[src/rtl/brt_pkg.sv]
`timescale 1ns/1ps
package brt_pkg;

   // Adjustment weight: select 0..3 maps to a right shift of 1..4
   typedef enum logic [1:0] {
      BRT_W_HALF      = 2'd0,
      BRT_W_QUARTER   = 2'd1,
      BRT_W_EIGHTH    = 2'd2,
      BRT_W_SIXTEENTH = 2'd3
   } brt_weight_e;

   function automatic logic [2:0] brt_shift(input logic [1:0] sel);
      return {1'b0, sel} + 3'd1;
   endfunction

endpackage

[src/rtl/brt_line_sync.sv]
`timescale 1ns/1ps
module brt_line_sync #(
   parameter int STAGES = 2
) (
   input  logic clk_i,
   input  logic rst_ni,
   input  logic rxd_i,
   output logic line_o,
   output logic fall_o
);
   logic [STAGES-1:0] sr_q;
   logic              hist_q;

   if (STAGES < 2) begin : g_bad_stages
      $error("brt_line_sync: STAGES must be at least 2");
   end

   // Recessive (1) is the idle level, so reset to it
   always_ff @(posedge clk_i or negedge rst_ni) begin
      if (!rst_ni) begin
         sr_q   <= '1;
         hist_q <= 1'b1;
      end else begin
         sr_q   <= {sr_q[STAGES-2:0], rxd_i};
         hist_q <= sr_q[STAGES-1];
      end
   end

   assign line_o = sr_q[STAGES-1];
   assign fall_o = hist_q & ~sr_q[STAGES-1];

endmodule

[src/rtl/brt_prescaler.sv]
`timescale 1ns/1ps
module brt_prescaler #(
   parameter int SEL_W = 2
) (
   input  logic             clk_i,
   input  logic             rst_ni,
   input  logic             en_i,
   input  logic             resync_i,
   input  logic [SEL_W-1:0] clk_sel_i,
   output logic             tick_o
);
   localparam int DIV_W = (1 << SEL_W) - 1;

   logic [DIV_W-1:0] cnt_q;
   logic [DIV_W-1:0] lim;

   if (SEL_W < 1 || SEL_W > 3) begin : g_bad_sel
      $error("brt_prescaler: SEL_W must lie in 1..3");
   end

   assign lim    = DIV_W'((1 << clk_sel_i) - 1);
   assign tick_o = (cnt_q == lim);

   // Realigned by every falling edge, so ticks count from the edge
   always_ff @(posedge clk_i or negedge rst_ni) begin
      if (!rst_ni)                cnt_q <= '0;
      else if (!en_i || resync_i) cnt_q <= '0;
      else if (tick_o)            cnt_q <= '0;
      else                        cnt_q <= cnt_q + 1'b1;
   end

   p_tick_gap_r5: assert property (@(posedge clk_i) disable iff (!rst_ni)
      (en_i && tick_o && clk_sel_i != '0)
      |=> (!tick_o || clk_sel_i != $past(clk_sel_i)));

endmodule

[src/rtl/brt_estimator.sv]
`timescale 1ns/1ps
module brt_estimator #(
   parameter int CNT_W = 12
) (
   input  logic             clk_i,
   input  logic             rst_ni,
   input  logic             run_i,
   input  logic             fall_i,
   input  logic             tick_i,
   input  logic [CNT_W-1:0] phase_i,
   input  logic [CNT_W-1:0] nominal_i,
   input  logic [CNT_W-1:0] len_min_i,
   input  logic [CNT_W-1:0] len_max_i,
   input  logic [1:0]       filt_i,
   output logic [CNT_W-1:0] est_o
);
   import brt_pkg::*;

   localparam int EW = CNT_W + 2;

   logic [CNT_W-1:0]    est_q;
   logic                locked_q;
   logic [CNT_W-1:0]    p_eff;
   logic [2:0]          shamt;
   logic signed [EW-1:0] err, step, est_nx;
   logic                out_of_window;

   always_comb begin
      // Phase this edge would reach after the tick of the current cycle
      if (tick_i) p_eff = (phase_i == est_q - 1'b1) ? '0 : phase_i + 1'b1;
      else        p_eff = phase_i;
      if (p_eff >= (est_q >> 1))
         err = $signed({2'b00, p_eff}) - $signed({2'b00, est_q});
      else
         err = $signed({2'b00, p_eff});
      shamt         = brt_shift(filt_i);
      step          = err >>> shamt;
      est_nx        = $signed({2'b00, est_q}) + step;
      out_of_window = (est_nx >= $signed({2'b00, len_max_i}))
                   || (est_nx <= $signed({2'b00, len_min_i}));
   end

   always_ff @(posedge clk_i or negedge rst_ni) begin
      if (!rst_ni) begin
         est_q    <= '0;
         locked_q <= 1'b0;
      end else if (!run_i) begin
         est_q    <= nominal_i;
         locked_q <= 1'b0;
      end else if (fall_i) begin
         if (!locked_q) begin
            locked_q <= 1'b1;
         end else if (out_of_window) begin
            est_q    <= nominal_i;
            locked_q <= 1'b0;
         end else begin
            est_q    <= est_nx[CNT_W-1:0];
         end
      end
   end

   assign est_o = est_q;

   p_est_window_r7: assert property (@(posedge clk_i) disable iff (!rst_ni)
      run_i |-> ((est_q == nominal_i) || (est_q > len_min_i && est_q < len_max_i)));

   p_align_hold_r6: assert property (@(posedge clk_i) disable iff (!rst_ni)
      (run_i && fall_i && !locked_q) |=> (est_q == $past(est_q)));

endmodule

[src/rtl/brt_sampler.sv]
`timescale 1ns/1ps
module brt_sampler #(
   parameter int CNT_W  = 12,
   parameter int FRAC_W = 6
) (
   input  logic              clk_i,
   input  logic              rst_ni,
   input  logic              run_i,
   input  logic              tick_i,
   input  logic              fall_i,
   input  logic              line_i,
   input  logic [CNT_W-1:0]  est_i,
   input  logic [FRAC_W-1:0] frac_i,
   output logic [CNT_W-1:0]  phase_o,
   output logic              bit_o,
   output logic              valid_o
);
   localparam int PW = CNT_W + FRAC_W;

   logic [CNT_W-1:0] phase_q;
   logic [PW-1:0]    prod;
   logic [CNT_W-1:0] spt;
   logic             valid_q, bit_q;

   assign prod = PW'(est_i) * PW'(frac_i);
   assign spt  = CNT_W'(prod >> FRAC_W);

   always_ff @(posedge clk_i or negedge rst_ni) begin
      if (!rst_ni) begin
         phase_q <= '0;
         valid_q <= 1'b0;
         bit_q   <= 1'b1;
      end else if (!run_i) begin
         phase_q <= '0;
         valid_q <= 1'b0;
      end else begin
         valid_q <= 1'b0;
         if (fall_i) begin
            phase_q <= '0;
         end else if (tick_i) begin
            if (phase_q == spt) begin
               valid_q <= 1'b1;
               bit_q   <= line_i;
            end
            phase_q <= (phase_q == est_i - 1'b1) ? '0 : phase_q + 1'b1;
         end
      end
   end

   assign phase_o = phase_q;
   assign bit_o   = bit_q;
   assign valid_o = valid_q;

   p_disable_clear_r9: assert property (@(posedge clk_i) disable iff (!rst_ni)
      !run_i |=> (!valid_q && phase_q == '0));

   p_resync_r2: assert property (@(posedge clk_i) disable iff (!rst_ni)
      (run_i && fall_i) |=> (phase_q == '0));

   p_phase_range_r4: assert property (@(posedge clk_i) disable iff (!rst_ni)
      (run_i && est_i != '0) |-> (phase_q < est_i));

endmodule

[src/rtl/brt_clock_recovery.sv]
`timescale 1ns/1ps
module brt_clock_recovery #(
   parameter int CNT_W       = 12,
   parameter int FRAC_W      = 6,
   parameter int SEL_W       = 2,
   parameter int SYNC_STAGES = 2
) (
   input  logic              clk_i,
   input  logic              rst_ni,
   input  logic              enable_i,
   input  logic [SEL_W-1:0]  clk_sel_i,
   input  logic [CNT_W-1:0]  nominal_i,
   input  logic [CNT_W-1:0]  len_min_i,
   input  logic [CNT_W-1:0]  len_max_i,
   input  logic [FRAC_W-1:0] frac_i,
   input  logic [1:0]        filt_i,
   input  logic              rxd_i,
   output logic              bit_o,
   output logic              valid_o
);
   if (CNT_W < 4) begin : g_bad_cnt
      $error("brt_clock_recovery: CNT_W must be at least 4");
   end
   if (FRAC_W < 1 || FRAC_W > 8) begin : g_bad_frac
      $error("brt_clock_recovery: FRAC_W must lie in 1..8");
   end

   logic             run_q, run;
   logic             line, fall, tick;
   logic [CNT_W-1:0] est, phase;

   // One cycle of load time: the estimate takes the nominal value first
   always_ff @(posedge clk_i or negedge rst_ni) begin
      if (!rst_ni) run_q <= 1'b0;
      else         run_q <= enable_i;
   end
   assign run = enable_i & run_q;

   brt_line_sync #(.STAGES(SYNC_STAGES)) u_sync (
      .clk_i  (clk_i),
      .rst_ni (rst_ni),
      .rxd_i  (rxd_i),
      .line_o (line),
      .fall_o (fall)
   );

   brt_prescaler #(.SEL_W(SEL_W)) u_pre (
      .clk_i     (clk_i),
      .rst_ni    (rst_ni),
      .en_i      (run),
      .resync_i  (fall),
      .clk_sel_i (clk_sel_i),
      .tick_o    (tick)
   );

   brt_estimator #(.CNT_W(CNT_W)) u_est (
      .clk_i     (clk_i),
      .rst_ni    (rst_ni),
      .run_i     (run),
      .fall_i    (fall),
      .tick_i    (tick),
      .phase_i   (phase),
      .nominal_i (nominal_i),
      .len_min_i (len_min_i),
      .len_max_i (len_max_i),
      .filt_i    (filt_i),
      .est_o     (est)
   );

   brt_sampler #(.CNT_W(CNT_W), .FRAC_W(FRAC_W)) u_smp (
      .clk_i   (clk_i),
      .rst_ni  (rst_ni),
      .run_i   (run),
      .tick_i  (tick),
      .fall_i  (fall),
      .line_i  (line),
      .est_i   (est),
      .frac_i  (frac_i),
      .phase_o (phase),
      .bit_o   (bit_o),
      .valid_o (valid_o)
   );

   p_enable_low_r1: assert property (@(posedge clk_i) disable iff (!rst_ni)
      !enable_i |=> !valid_o);

endmodule

[config.mk]
export PLATFORM = sky130hd
export DESIGN_NAME = brt_clock_recovery
export DESIGN_NICKNAME = d
export VERILOG_FILES = /design/src/rtl/brt_pkg.sv /design/src/rtl/brt_line_sync.sv /design/src/rtl/brt_prescaler.sv /design/src/rtl/brt_estimator.sv /design/src/rtl/brt_sampler.sv /design/src/rtl/brt_clock_recovery.sv
export SDC_FILE = /design/constraint.sdc
export NUM_CORES = 1
export LEC_CHECK = 0
export ABC_AREA = 1
export BUFFER_PORTS_ARGS = -buffer_cell sky130_fd_sc_hd__buf_2
export CAP_MARGIN = 40
export CORE_UTILIZATION = 55
export CTS_CLUSTER_SIZE = 25
export DETAILED_ROUTE_END_ITERATION = 8
export MAX_ROUTING_LAYER = met4
export PLACE_DENSITY_LB_ADDON = 0.12
export SYNTH_ARGS = -nofsm -noshare
export SYNTH_HDL_FRONTEND = slang
export SYNTH_SLANG_ARGS = --single-unit
[constraint.sdc]
create_clock -name clk_i -period 11.8 [get_ports clk_i]
set_clock_uncertainty 0.15 [all_clocks]
set_input_delay 2.36 -clock clk_i [delete_from_list [all_inputs] [get_ports clk_i]]
set_output_delay 2.36 -clock clk_i [all_outputs]
set_load 0.05 [all_outputs]
# ---- After elaboration in Yosys (flattened, before gate mapping)
# Index checks and enable logic that the tools add are counted.
dict set report totals {
  input_bits 50
  reg_bits 34
  elab_cells 55
  output_inout_bits 2
}
dict set report classes {
  shifts 2
  n_eq_ne 5
  multipliers 1
  bitwise_logic 4
  mux 19
  reduce_logical 5
  addsub 7
  magnitude_cmp 3
}
# op count
set op_table {}
lappend op_table {{$mux W12} 8}
lappend op_table {{$eq A12 B12 Y1} 2}
lappend op_table {{$mul A12 B6 Y18} 1}
lappend op_table {{$add A13 B14 Y14} 1}
lappend op_table {{$ge A14 B13 Y1} 1}
lappend op_table {{$le A14 B13 Y1} 1}
lappend op_table {{$mux W14} 1}
lappend op_table {{$sshr A14 B3 Y14} 1}
lappend op_table {{$sub A12 B12 Y13} 1}
lappend op_table {{$add A12 B1 Y12 const B} 1}
lappend op_table {{$ge A12 B11 Y1} 1}
lappend op_table {{$sub A12 B1 Y12 const B} 1}
lappend op_table {{$mux W1} 8}
lappend op_table {{$mux W3} 2}
lappend op_table {{$ne A2 B2 Y1 const B} 2}
lappend op_table {{$reduce_and A4 Y1} 1}
lappend op_table {{$add A2 B1 Y3 const B} 1}
lappend op_table {{$add A3 B1 Y3 const B} 1}
lappend op_table {{$eq A3 B3 Y1} 1}
lappend op_table {{$shl A1 B2 Y3 const A} 1}
lappend op_table {{$sub A3 B2 Y3 const B} 1}
lappend op_table {{$and A1 B1 Y1} 2}
lappend op_table {{$logic_or A1 B1 Y1} 2}
lappend op_table {{$not A1 Y1} 2}
lappend op_table {{2 further kinds} 2}

# ---- Logic depth before layout (Yosys ltp)
# Gate-level depths: netlist of the first run.
dict set report logic_depth {
  depth_word 14
  mapped_depth 62
  depth_no_buf 59
}

# ---- Cells and area by module
# Synthesis of the first run repeated with hierarchy kept, for this count alone.
dict set report unflattened {
  hier_cells 1254
  hier_area_um2 7890.1
}
# mod area_per_inst_um2 seq_area_each_um2 instances cells_per_inst
set by_module_without_submodules {}
lappend by_module_without_submodules {brt_estimator 4161.5 325.3 1 716}
lappend by_module_without_submodules {brt_sampler 3405.8 351.6 1 498}
lappend by_module_without_submodules {brt_prescaler 201.4 75.1 1 32}
lappend by_module_without_submodules {brt_line_sync 88.8 78.8 1 5}
lappend by_module_without_submodules {brt_clock_recovery 32.5 25.0 1 3}

# ---- Worst setup path before layout of the first run
# OpenSTA, ideal clock, no wires.
dict set report synth_path {
  path_kind {input-to-reg}
  from {in clk_sel_i[0]}
  to {reg u_est.est_q[4] (netlist: u_est.est_o[4])}
  cell_stages 52
  t_arrival_ps 7958
  t_required_ps 11533
  setup_time_ps 117
  n_path_buf 2
  path_slack_ps 3575
  cell_sequence {nor2_1 > nand2_1 > nand2_1 > inv_1 > nor2_4 > nand4_1 > nor2_1 > inv_1 > o21ai_0 > nand3_1 > inv_1 > ha_1 > inv_1 > o31a_1 > nand2_1 > nand2_1 > nand2_1 > a21oi_1 > [... 16 more ...] > nand2_1 > nand3_1 > xor2_1 > inv_1 > ha_1 > nand2_1 > inv_1 > a221oi_1 > nand2_1 > nand3_1 > nor2_1 > nand2_1 > inv_2 > nand2_4 > buf_6 > nand2_1 > nand3_1 > nand2_1}
}
dict set report synth_via {
  elab_chain_len 14
  elab_cells_between_ends 16
  cone_classes {3 x add/sub; 3 x order compare; 1 x eq/ne; 2 x shift; 6 x mux; 1 x reduce/logical}
}
# element line
set synth_lines {}
lappend synth_lines {{start, declared} brt_clock_recovery.sv:11} ;# input logic [SEL_W-1:0] clk_sel_i,
lappend synth_lines {{$shl A1 B2 Y3 (*)} brt_prescaler.sv:21} ;# assign lim = DIV_W'((1 << clk_sel_i) - 1);
lappend synth_lines {{$sub A3 B2 Y3 (*)} brt_prescaler.sv:21}
lappend synth_lines {{$eq A3 B3 Y1 (*)} brt_prescaler.sv:22} ;# assign tick_o = (cnt_q == lim);
lappend synth_lines {{$mux W12 (*)} brt_estimator.sv:30} ;# if (tick_i) p_eff = (phase_i == est_q - 1'b1) ? '0 : phase_i + 1'b1;
lappend synth_lines {{$sub A12 B12 Y13 or $ge A12 B11 Y1 (tied branches)} {brt_estimator.sv:33, brt_estimator.sv:32}}
lappend synth_lines {{$mux W14 (*)} brt_estimator.sv:32} ;# if (p_eff >= (est_q >> 1))
lappend synth_lines {{$sshr A14 B3 Y14 (*)} brt_estimator.sv:37} ;# step = err >>> shamt;
lappend synth_lines {{$add A13 B14 Y14 (*)} brt_estimator.sv:38} ;# est_nx = $signed({2'b00, est_q}) + step;
lappend synth_lines {{$ge A14 B13 Y1 or $le A14 B13 Y1 (tied branches)} {brt_estimator.sv:39, brt_estimator.sv:40}}
lappend synth_lines {{$logic_or A1 B1 Y1} brt_estimator.sv:40} ;# || (est_nx <= $signed({2'b00, len_min_i}));
lappend synth_lines {{$mux W12 (*)} brt_estimator.sv:53} ;# end else if (out_of_window) begin
lappend synth_lines {{$mux W12 (*)} brt_estimator.sv:51} ;# if (!locked_q) begin
lappend synth_lines {{$mux W12 (*)} brt_estimator.sv:50} ;# end else if (fall_i) begin
lappend synth_lines {{$mux W12 (*)} brt_estimator.sv:47} ;# end else if (!run_i) begin
lappend synth_lines {{end signal, assigned} brt_estimator.sv:48} ;# est_q <= nominal_i;
lappend synth_lines {{end signal, assigned} brt_estimator.sv:54} ;# est_q <= nominal_i;
lappend synth_lines {{end signal, assigned} brt_estimator.sv:57} ;# est_q <= est_nx[CNT_W-1:0];
lappend synth_lines {{end, declared} brt_estimator.sv:21} ;# logic [CNT_W-1:0] est_q;
# Mark *: on every way between the ends. The rest lies on a longest branch, timed or not. The select of a mux whose other input is x is not followed.
# A chain may end at the register's enable or synchronous reset.

# ---- Worst setup path after layout of the first run
dict set report layout_path {
  from {in clk_sel_i[0]}
  to {reg u_est.est_q[10] (netlist: u_est.est_o[10])}
}
# Same word-level chain as after synthesis.

==> impl_metrics.toml, run 1 <==
[outcome]
status = "completed"

[synthesis]
yosysTopAreaCellShare_pct = 16.64
syn_area_sq_um = 7626
syn_nets = 1401
yosys-top-cells-area = "nand2_1, ha_1, inv_1"
synth_cells = 1222
synth-edff-count = 0
synth_area_per_cell_sq_um = 6.241
synth.distinct_cells = 48
synth_ff_type = "dfrtp_1"
seq_area_frac_synth_pct = 11.22
synth_largest_area_cell = "nand2_1"
ys_warn_count = 0
synth-seq-cells = 34
async_flop_share_pct = 100.0

[global_routing]
antenna_found_initial = 0
grt_max_degree = 35
grt_overflow = 0
grt_use_total_pct = 30.58
grt_pass1_wl_um = 34260
grt_pass1_vias = 7434

[drt]
vias = 7485
vias_per_cell = 5.256
drtPass1Iterations = 5
wire_per_inst_um = 14.20
ant_nets = 0
drc = 0
drt_iter0_drc = 433
postRouteWirelength_um = 20230

[timing]
fin_crit_ns = 9.053
tightest_slew_ns = 0.7927
setup_ws_ns = 2.747
fin_hold_ws_ns = 0.2074
fin_crit_sh_pct = 76.72
slew_headroom_pct = 47.16
drv_slew = 0
rsz0062_at_grt = "false"
fmax_ghz = 0.1105
final-setup-viol-count = 0
hold_viol = 0
tns_ns = 0

[clock_network]
cts_resized = 0
cts_hold_buf = 0
clock-sinks = 34
cts_max_level = 2
clk_latency_ns = 0.29
cts_buffer_depth = 2
cts_tree = "built"
cts_root_buf = "clkbuf_16"
post_cts_buffers = 0
cts.clk_slew.worst_paths_ns = 0.06
cts_made_buffers = 5

[critical_path]
worst_setup_path_start_kind = "primary input"
crit_path_end_kind = "flop"
slowest_delay_ns = 0.40
cpLargestDelayFamily = "simple AND/OR/NAND/NOR gates"
cp_common_cell = "nand2_1"
cp_num_buf_inv = 10
path_class = "in -> reg"
r2r_slack_ns = 3.62
critPathSlowestCell = "fa_1"
cp_max_fo = 17
cp.required_ns = 11.88
critPathArrivalTime_ns = 9.13

[power]
p_per_area_nw_per_um2 = 173.5
ir_drop_mv = 0.08136
p_leak_nw = 5.002
total_power_mw = 1.409

[min_path]
hold_class = "reg -> reg"

[layout]
fin_util_pct = 60.59
syn2layout_area_growth_pct = 6.464
n_antenna_cell = 0
layout-drive-gt1-share_pct = 7.933
finish.net_count = 1426

[flow_run]
drv_cap = 0

[die]
dieArea_sq_um = 14340
pin_count = 52
die_h_um = 119.8
die_w_um = 119.8
rows = 42
coreArea_sq_um = 13400
start_util_pct = 56.91

[placed_design]
hpwlAfterDp_um = 16310
gp_congestion = 0.9455
pre_cts_ws_ns = 2.485
io_buffers = 51
[cell type report]
cell class / instances / area, sq um
clock buffer: 5 / 125.1
clock inverter: 3 / 68.82
fill: 1319 / 5281
inverter: 270 / 1016
multi-input combinational: 882 / 5555
sequential: 34 / 855.8
tap: 176 / 220.2
timing repair buffer: 54 / 277.8
[cell usage in the layout (no fill, tap or decap), drive strengths merged, types with 2 or more instances in the layout]
cell type | Yosys | layout
fa | 42 | 42
nor2 | 77 | 77
nor3 | 8 | 8
o21ai | 27 | 27
a21o | 3 | 3
xor2 | 23 | 23
xnor2 | 18 | 18
dfrtp | 30 | 30
nand4 | 19 | 19
o211ai | 2 | 2
nand2 | 346 | 346
bufinv | 0 | 2
o2111ai | 2 | 2
ha | 87 | 87
a211oi | 3 | 3
buf | 18 | 54
nand3b | 7 | 7
clkbuf | 18 | 5
inv | 270 | 270
dfstp | 4 | 4
or2 | 4 | 4
nand3 | 146 | 146
a21oi | 58 | 58
[state kept, by name, indices dropped and copies added (netlist names)]
name and count:
u_est.locked_q 1, u_est.est_o 12, run_q 1, u_smp.phase_o 12, u_sync.sr_q 2, u_sync.hist_q 1
u_smp.valid_o 1, u_pre.cnt_q 3, u_smp.bit_o 1
[path summary, 6_finish.rpt]
kind                       depth (start not counted)                end            from
setup / recovery                                  52    u_est.est_o[10]    clk_sel_i[0]
hold / removal                                     0     u_sync.sr_q[1]  u_sync.sr_q[0]
setup reg to reg                                  59    u_est.est_o[10]  u_est.est_o[1]
hold reg to reg                                    0     u_sync.sr_q[1]  u_sync.sr_q[0]
max in group asynchronous                          1  u_smp.phase_o[11]          rst_ni
min in group asynchronous                          1              run_q          rst_ni
[cells in the mapped netlist, drive strengths merged (2+ instances only)]
cell type / n
nand3: 146
fa: 42
o2111ai: 2
ha: 87
buf: 18
nor2: 77
nand4: 19
dfrtp: 30
a21o: 3
xor2: 23
dfstp: 4
o211ai: 2
nand3b: 7
clkbuf: 18
o21ai: 27
xnor2: 18
nor3: 8
inv: 270
or2: 4
a21oi: 58
nand2: 346
a211oi: 3
[per-stage QoR]
step	instances	area [sq um]
2_1_floorplan	1222	7626
3_3_place_gp	1415	7918
3_5_place_dp	1416	7925
4_1_cts	1424	8119
5_1_grt	1424	8119
6_report	1424	8119
[layer usage]
layer,GRT usage [%],share of wire [%],vias to the layer above,wire length [um]
met2,52.89,50,161,10020
met1,37.05,44,3444,8931
met5,-,0,-,0
li1,-,-,3841,-
met3,2.567,3.5,39,713
met4,11.48,2.8,0,565
[worst register-to-register path, delay by kind of cell (launching register included)]
family | cells | cell delay, ns
adders and majority gates | 5 | 1.55
xor gates and xnor gates | 1 | 0.22
buffers and inverters | 8 | 1.03
and+or+nand+nor | 40 | 3.34
DFF | 1 | 0.79
AOI/OAI and AO/OA | 5 | 1.04
[cells by family (layout without fill, tap and decap cells)]
group / after synthesis / in the layout / share of synthesized area (%)
flops: 34 / 34 / 11.22
fa+ha+maj: 129 / 129 / 25.30
compound gates: 103 / 103 / 7.465
xor+xnor: 41 / 41 / 4.709
buf+inv: 306 / 332 / 15.93
simple gates: 609 / 609 / 35.37
[power breakdown]
| group | switching, mW | leakage, nW | internal, mW | total [mW] |
|---|---|---|---|---|
| registers | 0.0444 | 0.432 | 0.126 | 0.170 |
| logic | 0.666 | 4.48 | 0.395 | 1.06 |
| clock network | 0.0562 | 0.0940 | 0.121 | 0.178 |
Power figures use the tool's default switching activity.
==> inputs of run 2 (changes only) <==
==> constraint.sdc (replaced) <==
create_clock -name clk_i -period 9.1 [get_ports clk_i]
set_clock_uncertainty 0.15 [all_clocks]
set_input_delay 1.82 -clock clk_i [delete_from_list [all_inputs] [get_ports clk_i]]
set_output_delay 1.82 -clock clk_i [all_outputs]
set_load 0.05 [all_outputs]
==> run 2 against run 1 <==
Compared with the run above: core utilization grew 0.25 points; register-to-register slack lost 2.3 ns; largest power group unchanged; critical endpoint is now u_est.est_o[6]; setup slack lost 2.1 ns; flip-flop and latch count is the same; via count grew 0.86%; clock power grew 30%; combinational power grew 30%; hold slack gained 0.0066 ns; die area is the same.
==> impl_metrics.toml, run 2 (synthesized netlist as in run 1, its figures left out) <==
[timing]
slew_headroom_pct = 45.52
tightest_slew_ns = 0.8172
final-setup-viol-count = 0
drv_slew = 0
tns_ns = 0
rsz0062_at_grt = "false"
hold_viol = 0
fmax_ghz = 0.1189
fin_crit_ns = 8.410
fin_crit_sh_pct = 92.42

[layout]
syn2layout_area_growth_pct = 6.907
finish.net_count = 1430
n_antenna_cell = 0
nFillCells = 1378
layout-drive-gt1-share_pct = 8.307
seq_area_sq_um = 855.8
layout_commonest_cell = "nand2_1"
fin_util_pct = 60.84
multi_input_area_sq_um = 5559
layout_common_cells = "nand2_1, inv_1, nand3_1"

[drt]
drc = 0
postRouteWirelength_um = 20110
wire_per_inst_um = 14.08
ant_nets = 0
vias = 7549
vias_per_cell = 5.286
drtPass1Iterations = 6
drt_iter0_drc = 544

[critical_path]
r2r_slack_ns = 1.35
path_class = "in -> reg"
critPathSlowestCell = "fa_1"
crit_path_end = "u_est.est_o[6]"
crit_path_end_kind = "flop"
slowest_delay_ns = 0.40
cp_max_fo = 17
r2r_cells = 54
cp.required_ns = 9.18
rr_endpoint = "u_est.est_o[6]"
worst_setup_path_start_kind = "primary input"
critPathArrivalTime_ns = 8.49
cp_common_cell = "nand2_1"
crit_start = "clk_sel_i[1]"
r2r_start = "u_est.est_o[3]"

[power]
clkPwrFrac_pct = 12.7
seqPwrFrac_pct = 11.6
p_sw_share_pct = 54.11
ir_drop_mv = 0.09863
p_per_area_nw_per_um2 = 223.0
combinationalPowerShare_pct = 75.7
intPower_mw = 0.8344
p_leak_nw = 5.022
power_switching_mw = 0.9839

[clock_network]
clk_latency_ns = 0.29
cts_max_level = 2
cts_made_buffers = 5
post_cts_buffers = 0
cts_hold_buf = 0
clock-sinks = 34
cts_tree = "built"
cts_root_buf = "clkbuf_16"
cts.clk_slew.worst_paths_ns = 0.06
cts_buffer_depth = 2

[placed_design]
hpwlAfterDp_um = 16380
io_buffers = 51
gp_congestion = 0.9610

[die]
die_h_um = 119.8
die_w_um = 119.8
rows = 42
start_util_pct = 56.91
coreArea_sq_um = 13400
dieArea_sq_um = 14340
pin_count = 52

[flow_run]
drv_cap = 0

[global_routing]
grt_max_degree = 35
use_met1_pct = 36.01
grt_use_total_pct = 30.05
grt_pass1_vias = 7222
use_met2_pct = 53.36
grt_pass1_wl_um = 33580
busiest_layer = "met2"
antenna_found_initial = 0
use_met3_pct = 2.329
grt_overflow = 0

[min_path]
hp-start = "u_sync.sr_q[0]"
hold_class = "reg -> reg"

[outcome]
status = "completed"
## run 2: cell count changes in the layout (fill, tap and decap cells not counted)
cell	delta
buf_4	+4
a21oi_1	-1
a21oi_2	+1
## run 2: power by group through the flow
stage | combinational [mW] | sequential (mW) | clock (mW)
floorplan | 1.11 | 0.174 | 0
global placement | 1.35 | 0.212 | 0
detailed placement | 1.37 | 0.213 | 0
CTS | 1.38 | 0.210 | 0.231
global route | 1.61 | 0.213 | 0.236
finish | 1.38 | 0.211 | 0.231
## run 2: worst min path at each step
| stage | to | slack, ns | depth (start not counted) |
|---|---|---|---|
| 2_1_floorplan | u_sync.sr_q[1] | 0.20 | 0 |
| 3_3_place_gp | u_sync.sr_q[1] | 0.20 | 0 |
| 3_5_place_dp | u_sync.sr_q[1] | 0.21 | 0 |
| 4_1_cts | u_sync.sr_q[1] | 0.21 | 0 |
| 5_1_grt | u_sync.sr_q[1] | 0.22 | 0 |
| 6_report | u_sync.sr_q[1] | 0.21 | 0 |
## run 2: critical path: cells and delay by family
| family | cells | cell delay, ns |
|---|---|---|
| buffers and inverters | 9 | 0.90 |
| adder cells (fa/ha/maj) | 4 | 1.09 |
| XOR/XNOR | 1 | 0.22 |
| AND/OR/NAND/NOR | 31 | 3.41 |
| AO/OA/AOI/OAI | 6 | 1.06 |
## run 2: timing repair
item,in CTS,in global routing
gates resized for setup,0,1
endpoints found under the hold margin,0,0
endpoints found under the setup margin,0,13
## run 2: area by class of cell
class                           count  area share (%)
Sequential cell                    34           10.50
Multi-Input combinational cell    882           68.19
Clock inverter                      3          0.8441
Timing Repair Buffer               58           3.775
Clock buffer                        5           1.535
Tap cell                          176           2.701
Inverter                          270           12.46
## run 2: metal layers
layer / part of all wire [%] / vias to the layer above
li1: - / 3857
met1: 43 / 3469
met2: 50 / 199
met3: 5.0 / 24
met4: 2.1 / 0
met5: 0 / -
## run 2: through the flow
step	hold slack, ns	area [sq um]	power (mW)	setup slack (ns)	std cells
after floorplan	0.1952	7626	1.282	1.415	1222
after global placement	0.1957	7948	1.564	0.4505	1419
after detailed placement	0.2083	7955	1.583	0.2949	1420
after CTS	0.2108	8149	1.820	0.5973	1428
after global routing	0.2161	8153	2.055	0.001450	1428
final	0.2140	8153	1.818	0.6897	1428
